**config.mk**
```make
export PLATFORM = sky130hd
export DESIGN_NAME = sar_link_host
export DESIGN_NICKNAME = d
export VERILOG_FILES = /design/src/rtl/sar_link_pkg.sv /design/src/rtl/sar_link_sck.sv /design/src/rtl/sar_link_sync.sv /design/src/rtl/sar_link_rx.sv /design/src/rtl/sar_link_host.sv
export SDC_FILE = /design/constraint.sdc
export NUM_CORES = 1
export LEC_CHECK = 0
export BUFFER_PORTS_ARGS = -buffer_cell sky130_fd_sc_hd__buf_2
export CAP_MARGIN = 40
export CORE_MARGIN = 4
export CORE_UTILIZATION = 45
export DETAILED_ROUTE_END_ITERATION = 8
export GPL_TIMING_DRIVEN = 0
export PLACE_DENSITY_LB_ADDON = 0.1
export SLEW_MARGIN = 40
export SYNTH_ARGS = -nofsm -noshare
export SYNTH_HDL_FRONTEND = slang
export SYNTH_HIERARCHICAL = 1
export SYNTH_SLANG_ARGS = --single-unit
```
**constraint.sdc**
```tcl
create_clock -name clk -period 4.6 [get_ports clk]
set_clock_uncertainty 0.1 [all_clocks]
set_input_delay 1.15 -clock clk [delete_from_list [all_inputs] [get_ports clk]]
set_output_delay 1.15 -clock clk [all_outputs]
set_load 0.02 [all_outputs]
```
**src/rtl/sar_link_pkg.sv**
```systemverilog
package sar_link_pkg;

  localparam int ADDR_BITS = 5;
  localparam int CHAN_W    = 3;

  typedef enum logic [2:0] {
    ST_IDLE,
    ST_ARM,
    ST_ADDR,
    ST_TAIL,
    ST_WAIT,
    ST_DATA
  } host_st_e;

  // power bit, mode bit, odd bit, then the two pair-select bits
  function automatic logic [ADDR_BITS-1:0] build_addr(
      input logic              pdown,
      input logic              diff,
      input logic [CHAN_W-1:0] chan);
    return {~pdown, ~diff, chan[0], chan[2], chan[1]};
  endfunction

endpackage

```
**src/rtl/sar_link_sck.sv**
```systemverilog
module sar_link_sck #(
  parameter int DIVW = 8
) (
  input  logic            clk,
  input  logic            rst_n,
  input  logic [DIVW-1:0] half_div,
  output logic            sck,
  output logic            rise_tick,
  output logic            fall_tick
);
  logic [DIVW-1:0] cnt;
  logic            wrap;

  assign wrap      = (cnt >= half_div);
  assign rise_tick = wrap & ~sck;
  assign fall_tick = wrap &  sck;

  always_ff @(posedge clk or negedge rst_n) begin
    if (!rst_n) begin
      cnt <= '0;
      sck <= 1'b0;
    end else if (wrap) begin
      cnt <= '0;
      sck <= ~sck;
    end else begin
      cnt <= cnt + 1'b1;
    end
  end
endmodule

```
**src/rtl/sar_link_sync.sv**
```systemverilog
module sar_link_sync #(
  parameter int W      = 1,
  parameter int STAGES = 2
) (
  input  logic         clk,
  input  logic         rst_n,
  input  logic [W-1:0] d,
  output logic [W-1:0] q
);
  logic [W-1:0] stg [STAGES];

  genvar i;
  generate
    for (i = 0; i < STAGES; i++) begin : g_stage
      always_ff @(posedge clk or negedge rst_n) begin
        if (!rst_n) stg[i] <= '0;
        else if (i == 0) stg[i] <= d;
        else stg[i] <= stg[(i == 0) ? 0 : i-1];
      end
    end
  endgenerate

  assign q = stg[STAGES-1];
endmodule

```
**src/rtl/sar_link_rx.sv**
```systemverilog
module sar_link_rx #(
  parameter int IN_W  = 11,
  parameter int OUT_W = 16
) (
  input  logic             clk,
  input  logic             rst_n,
  input  logic             shift_en,
  input  logic             din,
  output logic [OUT_W-1:0] ext_next
);
  localparam int EXT_W = OUT_W - IN_W;

  logic [IN_W-1:0] sr;
  logic [IN_W-1:0] nxt;

  assign nxt      = {sr[IN_W-2:0], din};
  assign ext_next = {{EXT_W{nxt[IN_W-1]}}, nxt};

  always_ff @(posedge clk or negedge rst_n) begin
    if (!rst_n)        sr <= '0;
    else if (shift_en) sr <= nxt;
  end
endmodule

```
**src/rtl/sar_link_host.sv**
```systemverilog
module sar_link_host
  import sar_link_pkg::*;
#(
  parameter int DIVW    = 8,
  parameter int GAP_SCK = 5,
  parameter int TMO_SCK = 16,
  parameter int RES_W   = 11,
  parameter int OUT_W   = 16
) (
  input  logic             clk,
  input  logic             rst_n,
  input  logic [DIVW-1:0]  sck_half_div,
  input  logic             req_valid,
  output logic             req_ready,
  input  logic [2:0]       req_chan,
  input  logic             req_diff,
  input  logic             req_pdown,
  output logic             res_valid,
  output logic [OUT_W-1:0] res_data,
  output logic             conv_timeout,
  output logic             adc_sck,
  output logic             adc_cs_n,
  output logic             adc_di,
  input  logic             adc_busy,
  input  logic             adc_do
);
  localparam int GAP_W = $clog2(GAP_SCK + 1);
  localparam int TMO_W = $clog2(TMO_SCK + 1);
  localparam int BIT_W = $clog2(RES_W + ADDR_BITS + 1);

  host_st_e             state;
  logic                 rise_tick, fall_tick;
  logic                 busy_s, do_s;
  logic [ADDR_BITS-1:0] addr_sr;
  logic                 pd_q;
  logic [BIT_W-1:0]     bitcnt;
  logic [GAP_W-1:0]     gapcnt;
  logic [TMO_W-1:0]     tmocnt;
  logic                 busy_seen;
  logic                 need_flush;
  logic                 cs_n_q, di_q;
  logic                 res_valid_q, tmo_q;
  logic [OUT_W-1:0]     res_data_q;
  logic [OUT_W-1:0]     ext_next;
  logic                 gap_ok;
  logic                 busy_fall;
  logic                 shift_en;

  sar_link_sck #(.DIVW(DIVW)) u_sck (
    .clk       (clk),
    .rst_n     (rst_n),
    .half_div  (sck_half_div),
    .sck       (adc_sck),
    .rise_tick (rise_tick),
    .fall_tick (fall_tick)
  );

  sar_link_sync #(.W(2), .STAGES(2)) u_sync (
    .clk   (clk),
    .rst_n (rst_n),
    .d     ({adc_busy, adc_do}),
    .q     ({busy_s, do_s})
  );

  assign busy_fall = busy_seen & ~busy_s;
  assign shift_en  = rise_tick &
                     (((state == ST_WAIT) & busy_fall) | (state == ST_DATA));

  sar_link_rx #(.IN_W(RES_W), .OUT_W(OUT_W)) u_rx (
    .clk      (clk),
    .rst_n    (rst_n),
    .shift_en (shift_en),
    .din      (do_s),
    .ext_next (ext_next)
  );

  assign gap_ok = (gapcnt >= GAP_W'(GAP_SCK));

  // converter clocks seen while select is high
  always_ff @(posedge clk or negedge rst_n) begin
    if (!rst_n)                 gapcnt <= '0;
    else if (!cs_n_q)           gapcnt <= '0;
    else if (rise_tick && !gap_ok) gapcnt <= gapcnt + 1'b1;
  end

  always_ff @(posedge clk or negedge rst_n) begin
    if (!rst_n) begin
      state       <= ST_IDLE;
      addr_sr     <= '0;
      pd_q        <= 1'b0;
      bitcnt      <= '0;
      tmocnt      <= '0;
      busy_seen   <= 1'b0;
      need_flush  <= 1'b1;
      cs_n_q      <= 1'b1;
      di_q        <= 1'b0;
      res_valid_q <= 1'b0;
      res_data_q  <= '0;
      tmo_q       <= 1'b0;
    end else begin
      res_valid_q <= 1'b0;
      tmo_q       <= 1'b0;
      unique case (state)
        ST_IDLE: begin
          if (req_valid) begin
            addr_sr <= build_addr(req_pdown, req_diff, req_chan);
            pd_q    <= req_pdown;
            state   <= ST_ARM;
          end
        end
        ST_ARM: begin
          if (fall_tick && gap_ok) begin
            cs_n_q  <= 1'b0;
            di_q    <= addr_sr[ADDR_BITS-1];
            addr_sr <= {addr_sr[ADDR_BITS-2:0], 1'b0};
            bitcnt  <= '0;
            state   <= ST_ADDR;
          end
        end
        ST_ADDR: begin
          if (rise_tick) begin
            if (bitcnt == BIT_W'(ADDR_BITS - 1)) begin
              bitcnt    <= '0;
              tmocnt    <= '0;
              busy_seen <= 1'b0;
              state     <= pd_q ? ST_TAIL : ST_WAIT;
            end else begin
              bitcnt <= bitcnt + 1'b1;
            end
          end else if (fall_tick) begin
            di_q    <= addr_sr[ADDR_BITS-1];
            addr_sr <= {addr_sr[ADDR_BITS-2:0], 1'b0};
          end
        end
        ST_TAIL: begin
          if (fall_tick) begin
            di_q       <= 1'b0;
            cs_n_q     <= 1'b1;
            need_flush <= 1'b1;
            state      <= ST_IDLE;
          end
        end
        ST_WAIT: begin
          if (fall_tick) di_q <= 1'b0;
          if (rise_tick) begin
            if (busy_fall) begin
              bitcnt <= BIT_W'(1);
              state  <= ST_DATA;
            end else begin
              busy_seen <= busy_seen | busy_s;
              if (tmocnt == TMO_W'(TMO_SCK - 1)) begin
                tmo_q  <= 1'b1;
                cs_n_q <= 1'b1;
                state  <= ST_IDLE;
              end else begin
                tmocnt <= tmocnt + 1'b1;
              end
            end
          end
        end
        ST_DATA: begin
          if (rise_tick) begin
            if (bitcnt == BIT_W'(RES_W - 1)) begin
              cs_n_q <= 1'b1;
              state  <= ST_IDLE;
              if (need_flush) begin
                need_flush <= 1'b0;
              end else begin
                res_valid_q <= 1'b1;
                res_data_q  <= ext_next;
              end
            end else begin
              bitcnt <= bitcnt + 1'b1;
            end
          end
        end
        default: state <= ST_IDLE;
      endcase
    end
  end

  assign req_ready    = (state == ST_IDLE);
  assign res_valid    = res_valid_q;
  assign res_data     = res_data_q;
  assign conv_timeout = tmo_q;
  assign adc_cs_n     = cs_n_q;
  assign adc_di       = di_q;
endmodule

```
# After elaboration in Yosys (flattened, before gate mapping)
# Cells that the tools add are included.
# word_totals
ff_bits	62
inputBits	18
elab_cells	146
# op_classes
n_addsub	4
n_lt_le_gt_ge	2
n_eq_ne	26
mux	63
n_bitwise	12
reduce_logical	21
# op_table
operator	count
5-bit two-way mux	16
3-bit two-way mux	13
2-bit != test (second input constant)	13
1-bit two-way mux	25
5-bit one-hot mux with 4 select lines	1
3-bit one-hot mux with 6 select lines	1
5-bit one-hot mux with 3 select lines	1
5-bit AND reduction	3
5-bit by 1-bit adder with 5-bit output (second input constant)	2
5-bit by 4-bit equality test with 1-bit output (second input constant)	2
5-bit one-hot mux with 2 select lines	1
9-bit AND reduction	1
8-bit by 1-bit adder with 8-bit output (second input constant)	1
8-bit >= comparator	1
8-bit two-way mux	1
2-bit by 1-bit != test with 1-bit output (second input constant)	4
4-bit AND reduction	2
8-bit AND reduction	1
4-bit nonzero test	2
7-bit AND reduction	1
3-bit by 2-bit equality test with 1-bit output (second input constant)	2
3-bit equality test (second input constant)	2
6-bit AND reduction	1
3-bit nonzero test	2
17 further kinds	29

# Logic depth before layout (Yosys ltp)
# Gate-level depths: netlist (run 1).
# logic_depth
ltp_word	5
ltp_mapped	12

# Cells and area by module
# The synthesis (run 1) kept the hierarchy.
# modules_own_cells
mod	instances	cells_per_inst	area_each_um2
sar_link_host	1	253	2338.5
sar_link_sck	1	62	620.6
sar_link_rx	1	27	456.7
sar_link_sync	1	6	115.1

# Worst setup path after synthesis (run 1)
# No wires, ideal clock.
# synth_path
path_kind	input -> register
start	in sck_half_div[0]
end	reg bitcnt[4]
setup_time_ps	126
arrival_ps	3310
required_ps	4374
setup_slack_ps	1064
cell_stages	11
n_path_buf	1
cell_sequence	ha_1 > nand2b_4 > a2111oi_4 > o41ai_2 > nor2b_1 > buf_2 > nand4b_1 > a21oi_1 > o2bb2ai_1 > nor2_1 > a221o_1
# synth_between
word_cells_on_any_way	9
# synth_lines
element	line	text
start: declaration	sar_link_host.sv:12	input logic [DIVW-1:0] sck_half_div,
8-bit >= comparator *	sar_link_sck.sv:14	assign wrap = (cnt >= half_div);
1-bit AND *	sar_link_sck.sv:15	assign rise_tick = wrap & ~sck;
named net rise_tick	sar_link_host.sv:32	logic rise_tick, fall_tick;
2-bit != test (no line)	n/a	
7-bit AND reduction (no line) *	n/a	
end signal: assignment	sar_link_host.sv:128	bitcnt <= bitcnt + 1'b1;
end signal: assignment	sar_link_host.sv:173	bitcnt <= bitcnt + 1'b1;
end: declaration	sar_link_host.sv:36	logic [BIT_W-1:0] bitcnt;
# The timed path passes the listed nets; every way through them passes the cells marked *.
# A chain may end at the register's enable or synchronous reset.

# Worst setup path in the final report (run 1)
# Same ends and word-level chain as after synthesis.

==> results.py, run 1 <==
metrics = {
    "run_status": {
        "status": "completed",
    },
    "routing": {
        "first_iter_violations": 98,
        "drc": 0,
        "via_per_inst": 5.04,
        "drtPass1Iterations": 4,
        "antenna_left": 0,
        "vias": 2551,
        "totalWireLength_um": 6550,
        "wire_per_inst_um": 12.9,
    },
    "finish": {
        "stdcell_count": 506,
        "n_antenna_cell": 0,
        "utilization": 0.531,
        "syn_to_final_growth_pct": 15.6,
        "fill_cells": 744,
        "drive_gt1_frac": 0.260,
        "final_nets": 433,
    },
    "worst_setup_path": {
        "crit_path_max_incr_delay_ns": 0.55,
        "path_class": "in2reg",
        "rr_worst_depth": 12,
        "path_cells": "buf_2 -> ha_1 -> nand2b_4 -> a2111oi_4 -> o41ai_2 -> nor2b_1 -> buf_2 -> nand4b_1 -> a21oi_1 -> o2bb2ai_1 -> nor2_1 -> a221o_1",
        "required_ns": 4.74,
        "end_kind": "flip-flop",
        "crit_fanout": 10,
        "crit_path_frequent_cell": "buf_2",
        "cp_slowest_cell": "o2bb2ai_1",
        "crit_path_start_kind": "input port",
        "crit_arrival_ns": 3.77,
    },
    "global_routing": {
        "grt-ovfl-total": 0,
        "grt_antenna_before_repair": 0,
        "grt_pass1_wl_um": 11200,
        "grt_pass1_vias": 2398,
        "grt_use_total": 0.158,
        "grt_max_degree": 36,
    },
    "timing": {
        "drv_slew": 0,
        "finalCriticalPeriod_ns": 3.64,
        "hold_viol": 0,
        "worst_slew_pin_slew_ns": 0.669,
        "finalSetupViolations": 0,
        "relSlewSlack": 0.554,
        "rsz0062_at_grt": "no",
        "fmax_ghz": 0.275,
        "final.setup.tns_ns": 0,
        "period_share": 0.791,
    },
    "cts": {
        "clk_latency_ns": 0.36,
        "cts_resized": 0,
        "cts_tree": "yes",
        "ctsHoldBuffers": 0,
        "h-tree-depth": 3,
        "cts_buffers": 9,
        "clkTransAtPathRegs_ns": 0.07,
        "postCtsSetupRepairBufs": 0,
        "cts_max_path_buffers": 2,
        "cts_root_buffer": "clkbuf_8",
        "cts_num_sinks": 67,
    },
    "yosys": {
        "synth_edf_count": 0,
        "synth_nets": 382,
        "synth_seq_area_share": 0.476,
        "synth.yosys.warnings": 6,
        "synth_top_cell_by_area": "dfrtp_1",
        "synthTopCellsByArea": "dfrtp_1, nand2_1, ha_1, mux2_4, nor2_1",
        "synth-seq-cells": 67,
        "ys.flop_type": "dfrtp_1",
        "syn-instance-count": 348,
        "synth.distinct_cells": 53,
        "syn_area_um2": 3530,
        "syn_avg_cell_area_um2": 10.1,
        "synth_top_cell_area_share": 0.461,
        "async_flop_share": 1.00,
    },
    "placed_design": {
        "port_buffers": 39,
        "routabilityCongestion": 0.901,
        "dpl.cell_count": 490,
        "hpwl_um": 4630,
    },
    "floorplan": {
        "coreArea_um2": 7690,
        "die-height_um": 96.6,
        "die_area_um2": 9330,
        "start_util": 0.459,
        "rows": 32,
        "die_x_um": 96.6,
        "num_io_pins": 40,
    },
    "pwr": {
        "irDropWorstVdd_v": 0.000179,
        "power_density_nw_per_um2": 399,
        "p_leak_nw": 2.04,
    },
    "job": {
        "maxCapViolCount": 0,
    },
    "min_path": {
        "hold_path_class": "reg2reg",
        "min_path_cells": 0,
    },
}
[layout by cell type, fill, tap and decap left out, drive strengths merged, types with 2 or more instances in the layout]
cell | netlist | final
nand2b | 7 | 7
a31oi | 2 | 2
o22ai | 3 | 3
o211ai | 2 | 2
o41ai | 2 | 2
buf | 19 | 59
a21o | 2 | 2
and3 | 4 | 4
dfstp | 2 | 2
o21a | 3 | 3
clkinv | 0 | 3
a221o | 3 | 3
dfrtp | 65 | 65
a21oi | 12 | 12
ha | 16 | 16
inv | 19 | 20
or3 | 2 | 2
mux2i | 2 | 2
nor2b | 4 | 4
a211oi | 2 | 2
nand3 | 16 | 16
xnor2 | 2 | 2
o31ai | 5 | 5
clkinvlp | 0 | 2
xor2 | 9 | 9
nor3 | 5 | 5
clkbuf | 2 | 11
mux2 | 15 | 15
or3b | 3 | 3
nand2 | 67 | 67
nor2 | 24 | 24
o21ai | 16 | 16
[cells in the mapped netlist, types with 2 or more instances]
cell type,instances
nor2_1,24
nand3_1,16
a31oi_1,2
o22ai_1,2
dfrtp_1,65
mux2_4,10
a21oi_1,12
o31ai_1,5
dfstp_2,2
nor3_1,4
a211oi_1,2
buf_6,5
xor2_1,9
nor2b_1,4
buf_4,8
ha_1,16
or3_1,2
buf_2,5
or3b_2,2
mux2_2,5
nand2_1,66
xnor2_1,2
clkbuf_1,2
o211ai_1,2
nand2b_1,6
o21a_1,3
mux2i_1,2
inv_1,19
a221o_1,3
a21o_1,2
o21ai_0,16
and3_1,4
[logic make-up (layout without fill, tap and decap cells)]
logic type | after synthesis | after routing | synth area share
XOR/XNOR | 11 | 11 | 0.0273
AND/OR/NAND/NOR | 139 | 139 | 0.188
flip-flops | 67 | 67 | 0.476
adder cells (fa/ha/maj) | 16 | 16 | 0.0567
AO/OA/AOI/OAI | 58 | 58 | 0.122
multiplexers | 17 | 17 | 0.0641
buffers and inverters | 40 | 96 | 0.0666
[final cells by class]
class / instances / area (µm²) / share of cell area
well taps: 102 / 128 / 0.0313
flip-flops and latches: 67 / 1680 / 0.412
plain buffers: 21 / 164 / 0.0402
multi-input cells: 241 / 1620 / 0.396
clock buffers: 9 / 124 / 0.0304
repair buffers: 40 / 221 / 0.0543
clock inverters: 7 / 76.3 / 0.0187
inverters: 19 / 71.3 / 0.0175
[state kept, by name, indices dropped and copies added (netlist names)]
| signal | cells |
|---|---|
| state | 3 |
| busy_seen | 1 |
| need_flush | 1 |
| gapcnt | 3 |
| adc_cs_n | 1 |
| u_sck/cnt | 8 |
| u_sck/sck | 1 |
| pd_q | 1 |
| res_valid | 1 |
| res_data | 16 |
| u_sync/stg | 2 |
| conv_timeout | 1 |
| addr_sr | 5 |
| adc_di | 1 |
| bitcnt | 5 |
| tmocnt | 5 |
| u_sync/q | 2 |
| u_rx/sr | 10 |
[power breakdown]
part | switching [mW] | internal, mW
Sequential | 0.0641 | 0.658
Combinational | 0.226 | 0.185
Clock | 0.242 | 0.253
[critical path: cells and delay by family]
kind	cells	cell delay (ns)
AO/OA/AOI/OAI	5	1.46
buffers and inverters	2	0.30
AND/OR/NAND/NOR	4	0.58
adder cells (fa/ha/maj)	1	0.28
[metal layers]
layer  up-vias  GRT usage  part of all wire  routed length (µm)
met2        45      0.229              0.44                2890
met3        10     0.0442             0.040                 260
li1       1290          -                 -                   -
met5         -          0                 0                   0
met4         0     0.0736             0.021                 137
met1      1206      0.218              0.50                3260
[final timing paths]
| path | slack (ns) | from | end |
|---|---|---|---|
| max | 0.96 | sck_half_div[0] | bitcnt[4] |
| min | 0.25 | u_sync/stg[3] | u_sync/q[1] |
| max reg2reg | 1.37 | u_sck/cnt[0] | bitcnt[4] |
| min reg2reg | 0.25 | u_sync/stg[3] | u_sync/q[1] |
| max in group asynchronous | 3.28 | rst_n | adc_cs_n |
| min in group asynchronous | 0.56 | rst_n | res_data[7] |
[metrics by stage]
| step | cell area [µm²] | total power [mW] | hold slack (ns) | setup slack, ns |
|---|---|---|---|---|
| finish | 4080 | 1.63 | 0.251 | 0.962 |
| global route | 4080 | 1.74 | 0.257 | 0.837 |
| CTS | 4080 | 1.65 | 0.254 | 0.989 |
| detailed placement | 3880 | 1.15 | 0.237 | 0.616 |
| global placement | 3850 | 1.14 | 0.234 | 0.626 |
| floorplan | 3530 | 1.04 | 0.231 | 1.06 |
No activity file was read; power rests on OpenSTA's default activity.
==> run 2, diff against run 1 <==
ABC_AREA = 1   (was default)
clock period = 3.69 ns   (was 4.6 ns; I/O delays follow)
==> results.py, run 2 <==
metrics = {
    "cts": {
        "cts_tree": "yes",
        "ctsHoldBuffers": 0,
        "h-tree-depth": 3,
        "clk_latency_ns": 0.33,
        "cts_num_sinks": 67,
        "cts_root_buffer": "clkbuf_8",
        "postCtsSetupRepairBufs": 0,
        "cts_resized": 0,
        "clkTransAtPathRegs_ns": 0.07,
        "cts_max_path_buffers": 2,
        "cts_buffers": 9,
    },
    "routing": {
        "antenna_left": 0,
        "drtPass1Iterations": 4,
        "totalWireLength_um": 7310,
        "wire_per_inst_um": 11.7,
        "via_per_inst": 4.73,
        "first_iter_violations": 128,
        "vias": 2952,
        "drc": 0,
    },
    "pwr": {
        "p_leak_nw": 2.48,
        "power_density_nw_per_um2": 680,
        "irDropWorstVdd_v": 0.000342,
    },
    "yosys": {
        "synthTopCellsByCount": "nand2_1, dfrtp_1, inv_1, nor2_1, nand3_1",
        "synth_edf_count": 0,
        "synth_nets": 500,
        "synthTopCellsByArea": "dfrtp_1, nand2_1, ha_1, nand3_1, inv_1",
        "synth-seq-cells": 67,
        "yosysMostFrequentCell": "nand2_1",
        "synth.distinct_cells": 33,
        "syn_area_um2": 3720,
        "synth.yosys.warnings": 6,
        "synth_top_cell_by_area": "dfrtp_1",
        "ys.flop_type": "dfrtp_1",
        "async_flop_share": 1.00,
        "syn_avg_cell_area_um2": 7.99,
        "synth_top_cell_area_share": 0.437,
        "syn-instance-count": 466,
        "synth_seq_area_share": 0.451,
    },
    "global_routing": {
        "grt_pass1_vias": 2944,
        "grt_antenna_before_repair": 0,
        "grt_use_total": 0.164,
        "grt-ovfl-total": 0,
        "grt_max_degree": 43,
        "grt_pass1_wl_um": 13300,
    },
    "min_path": {
        "hold_path_class": "reg2reg",
    },
    "floorplan": {
        "coreArea_um2": 7890,
        "die-height_um": 98.9,
        "die_area_um2": 9790,
        "die_x_um": 98.9,
        "rows": 32,
        "start_util": 0.472,
        "num_io_pins": 40,
    },
    "worst_setup_path": {
        "required_ns": 3.82,
        "crit_fanout": 10,
        "crit_arrival_ns": 2.96,
        "crit_buf_inv": 4,
        "critPathTopFamily": "simple AND/OR/NAND/NOR gates",
        "cp_slowest_cell": "a21oi_4",
        "crit_path_frequent_cell": "nand2_1",
        "end_kind": "flip-flop",
        "path_class": "in2reg",
        "crit_path_start_kind": "input port",
        "crit_path_max_incr_delay_ns": 0.30,
        "path_cells": "buf_2 -> inv_1 -> ha_1 -> nand2_1 -> nor2_1 -> nand2_1 -> nand3_4 -> nand2_1 -> inv_1 -> inv_2 -> nand3_1 -> nand2_1 -> a21oi_4 -> nand3_2 -> nand2_1 -> nand2_1",
    },
    "run_status": {
        "status": "completed",
    },
    "job": {
        "maxCapViolCount": 0,
    },
    "finish": {
        "final_common_cell": "nand2_1",
        "utilization": 0.553,
        "largest_reg_flops": 16,
        "design_area_um2": 4360,
        "final_nets": 551,
        "mostFrequentLayoutCells": "nand2_1, dfrtp_1, buf_2",
        "n_antenna_cell": 0,
        "drive_gt1_frac": 0.215,
        "syn_to_final_growth_pct": 17.1,
    },
    "timing": {
        "hold_viol": 0,
        "rsz0062_at_grt": "no",
        "drv_slew": 0,
        "relSlewSlack": 0.756,
        "worst_slew_pin_slew_ns": 0.367,
        "final.setup.tns_ns": 0,
        "fmax_ghz": 0.354,
        "period_share": 0.766,
        "finalSetupViolations": 0,
        "finalCriticalPeriod_ns": 2.83,
    },
    "placed_design": {
        "hpwl_um": 5460,
        "routabilityCongestion": 0.862,
        "dpl_cell_area_um2": 4070,
        "port_buffers": 39,
    },
}
-- run 2: changes by cell type after synthesis, sizes merged, moves of 4 or more --
cell / previous run / this run
nor2: 24 / 41
and3: 4 / 0
buf: 19 / 15
a21oi: 12 / 8
nand3b: 1 / 5
nand3: 16 / 33
mux2: 15 / 1
nand2b: 7 / 0
o31ai: 5 / 0
nor2b: 4 / 0
inv: 19 / 46
nand2: 67 / 201
-- run 2: worst reg2reg max path, delay by kind of cell, from the launching register on --
kind            cells  cell delay, ns
simple gates       10            1.06
flops               1            0.43
fa+ha+maj           1            0.31
compound gates      1            0.30
buf+inv             2            0.29
-- run 2: cell type report --
type | instances | area [µm²]
sequential | 67 | 1680
clock inverter | 7 | 164
clock buffer | 9 | 124
fill | 744 | 3530
multi-input combinational | 338 | 1720
inverter | 46 | 190
buffer | 15 | 131
timing repair buffer | 40 | 221
tap | 102 | 128
-- run 2: through the flow --
step	setup WS (ns)	hold slack, ns	std cells	total power [mW]
CTS	0.883	0.254	624	3.00
global placement	0.561	0.236	607	2.08
global route	0.627	0.257	624	3.19
finish	0.865	0.251	624	2.96
floorplan	0.958	0.231	466	1.85
detailed placement	0.499	0.237	608	2.11
-- run 2: routing by layer --
metal	part of all wire	track usage	vias up
met1	0.47	0.220	1347
li1	-	-	1547
met4	0.011	0.0420	0
met5	0	0	-
met2	0.48	0.266	51
met3	0.037	0.0418	7
-- run 2: cell families (layout without fill, tap and decap cells) --
kind of cell,count (synthesis),count (layout),synth area share
mux,1,1,0.00303
xor+xnor,8,8,0.0188
simple gates,286,286,0.345
compound gates,27,27,0.0417
flops,67,67,0.451
buf+inv,61,117,0.0864
fa+ha+maj,16,16,0.0538
-- run 2: final timing paths --
path                            startpoint  cells past startpoint          end  slack [ns]
setup / recovery           sck_half_div[3]                     16     state[1]        0.86
hold / removal               u_sync/stg[2]                      0  u_sync/q[0]        0.25
setup reg to reg              u_sck/cnt[3]                     14     state[1]        1.10
hold reg to reg              u_sync/stg[2]                      0  u_sync/q[0]        0.25
max in group asynchronous            rst_n                      2   need_flush        2.61
min in group asynchronous            rst_n                      1    tmocnt[2]        0.33
-- run 2: power breakdown --
group	leakage, nW	internal [mW]	switching [mW]
registers	0.891	0.861	0.0992
logic	1.44	0.395	0.732
clock network	0.143	0.586	0.289
==> run 3, diff against run 2 <==
clock period = 2.65 ns   (was 3.69 ns; I/O delays follow)
==> results.py, run 3 (synthesized netlist as in run 2, its figures left out) <==
metrics = {
    "global_routing": {
        "grt_max_degree": 43,
        "grt-ovfl-total": 0,
        "grt_pass1_wl_um": 13300,
        "grt_antenna_before_repair": 0,
        "grt_use_total": 0.164,
        "grt_pass1_vias": 2944,
    },
    "finish": {
        "final_nets": 556,
        "n_antenna_cell": 0,
        "stdcell_count": 629,
        "final_common_cell": "nand2_1",
        "largest_reg_flops": 16,
        "drive_gt1_frac": 0.228,
        "syn_to_final_growth_pct": 18.2,
        "mostFrequentLayoutCells": "nand2_1, dfrtp_1, buf_2",
    },
    "cts": {
        "cts_num_sinks": 67,
        "cts_tree": "yes",
        "h-tree-depth": 3,
        "cts_max_path_buffers": 2,
        "ctsHoldBuffers": 0,
        "clkTransAtPathRegs_ns": 0.08,
        "cts_buffers": 9,
        "cts_root_buffer": "clkbuf_8",
        "clk_latency_ns": 0.33,
    },
    "placed_design": {
        "dpl.cell_count": 608,
        "routabilityCongestion": 0.862,
        "port_buffers": 39,
        "hpwl_um": 5460,
    },
    "timing": {
        "relSlewSlack": 0.756,
        "drv_slew": 0,
        "finalSetupViolations": 0,
        "hold_viol": 0,
        "worst_slew_pin_slew_ns": 0.365,
        "finalCriticalPeriod_ns": 2.37,
        "period_share": 0.895,
        "rsz0062_at_grt": "no",
        "fmax_ghz": 0.422,
    },
    "floorplan": {
        "die_area_um2": 9790,
        "die_x_um": 98.9,
        "die-height_um": 98.9,
        "rows": 32,
        "coreArea_um2": 7890,
        "num_io_pins": 40,
        "start_util": 0.472,
    },
    "worst_setup_path": {
        "cp.depth": 14,
        "end_kind": "flip-flop",
        "crit_path_max_incr_delay_ns": 0.44,
        "critPathTopFamily": "simple AND/OR/NAND/NOR gates",
        "path_class": "reg2reg",
        "crit_arrival_ns": 2.54,
        "required_ns": 2.82,
        "rr_worst_depth": 14,
        "crit_fanout": 7,
        "cp_slowest_cell": "dfrtp_2",
        "crit_path_start_kind": "flip-flop",
        "crit_path_frequent_cell": "nand2_1",
        "crit_buf_inv": 3,
        "path_cells": "ha_1 -> nand2_1 -> nor2_1 -> nand2_1 -> nand3_4 -> nand2_1 -> inv_2 -> inv_2 -> nand3_1 -> nand2_1 -> a21oi_4 -> buf_4 -> nand3b_1 -> nand2_1",
    },
    "routing": {
        "antenna_left": 0,
        "drc": 0,
        "drtPass1Iterations": 4,
        "totalWireLength_um": 7330,
        "first_iter_violations": 126,
        "vias": 2963,
        "via_per_inst": 4.71,
        "wire_per_inst_um": 11.7,
    },
    "pwr": {
        "power_density_nw_per_um2": 952,
        "irDropWorstVdd_v": 0.000476,
        "totalPowerFinal_mw": 4.19,
        "p_leak_nw": 2.50,
    },
    "run_status": {
        "status": "completed",
    },
    "min_path": {
        "hold_path_class": "in2async",
    },
    "job": {
        "maxCapViolCount": 0,
    },
}
==> run 3: repair_timing <==
item                       in CTS  in global routing
gates resized for setup         0                  3
setup endpoints to repair       0                 28
buffers inserted                0                  5
==> run 3: per-stage QoR <==
stage	TNS [ns]	instance area [µm²]	hold WS, ns	util	worst slack, ns
4_1_cts	0	4360	0.0633	0.553	0.0529
6_report	0	4400	0.0719	0.558	0.278
5_1_grt	0	4400	0.0592	0.558	0.0442
2_1_floorplan	0	3720	0.231	-	0.178
3_3_place_gp	-3.04	4040	0.236	0.513	-0.219
3_5_place_dp	-4.43	4070	0.237	0.516	-0.281
==> run 3: cell type report <==
cell class,count,area [µm²]
sequential,67,1680
buffer,15,131
tap,102,128
multi-input combinational,338,1720
inverter,46,190
fill,741,3490
clock inverter,7,164
timing repair buffer,45,259
clock buffer,9,124
==> run 3: layer usage <==
layer / GRT usage / routed length (µm) / up-vias
li1: - / - / 1562
met1: 0.220 / 3470 / 1356
met2: 0.266 / 3520 / 40
met3: 0.0418 / 288 / 5
met4: 0.0420 / 58 / 0
met5: 0 / 0 / -
==> run 3: where the power goes <==
part,switching [mW],internal [mW]
combinational,1.03,0.600
clock,0.400,0.816
sequential,0.137,1.20
total,1.57,2.62
==> run 3: path summary, 6_finish.rpt <==
path                               end  slack (ns)          start
min                          tmocnt[2]        0.07          rst_n
max                          bitcnt[1]        0.28   u_sck/cnt[3]
min reg2reg                u_sync/q[0]        0.25  u_sync/stg[2]
min in group clk           u_sync/q[0]        0.25  u_sync/stg[2]
max reg2reg                  bitcnt[1]        0.28   u_sck/cnt[3]
max in group asynchronous   need_flush        1.83          rst_n
==> run 3: worst reg2reg max path: stages (launching register included) <==
cell      delay, ns
dfrtp_2        0.44
ha_1           0.30
nand2_1        0.06
nor2_1         0.14
nand2_1        0.12
nand3_4        0.12
nand2_1        0.08
inv_2          0.12
inv_2          0.09
nand3_1        0.10
nand2_1        0.09
a21oi_4        0.24
buf_4          0.17
nand3b_1       0.08
nand2_1        0.07
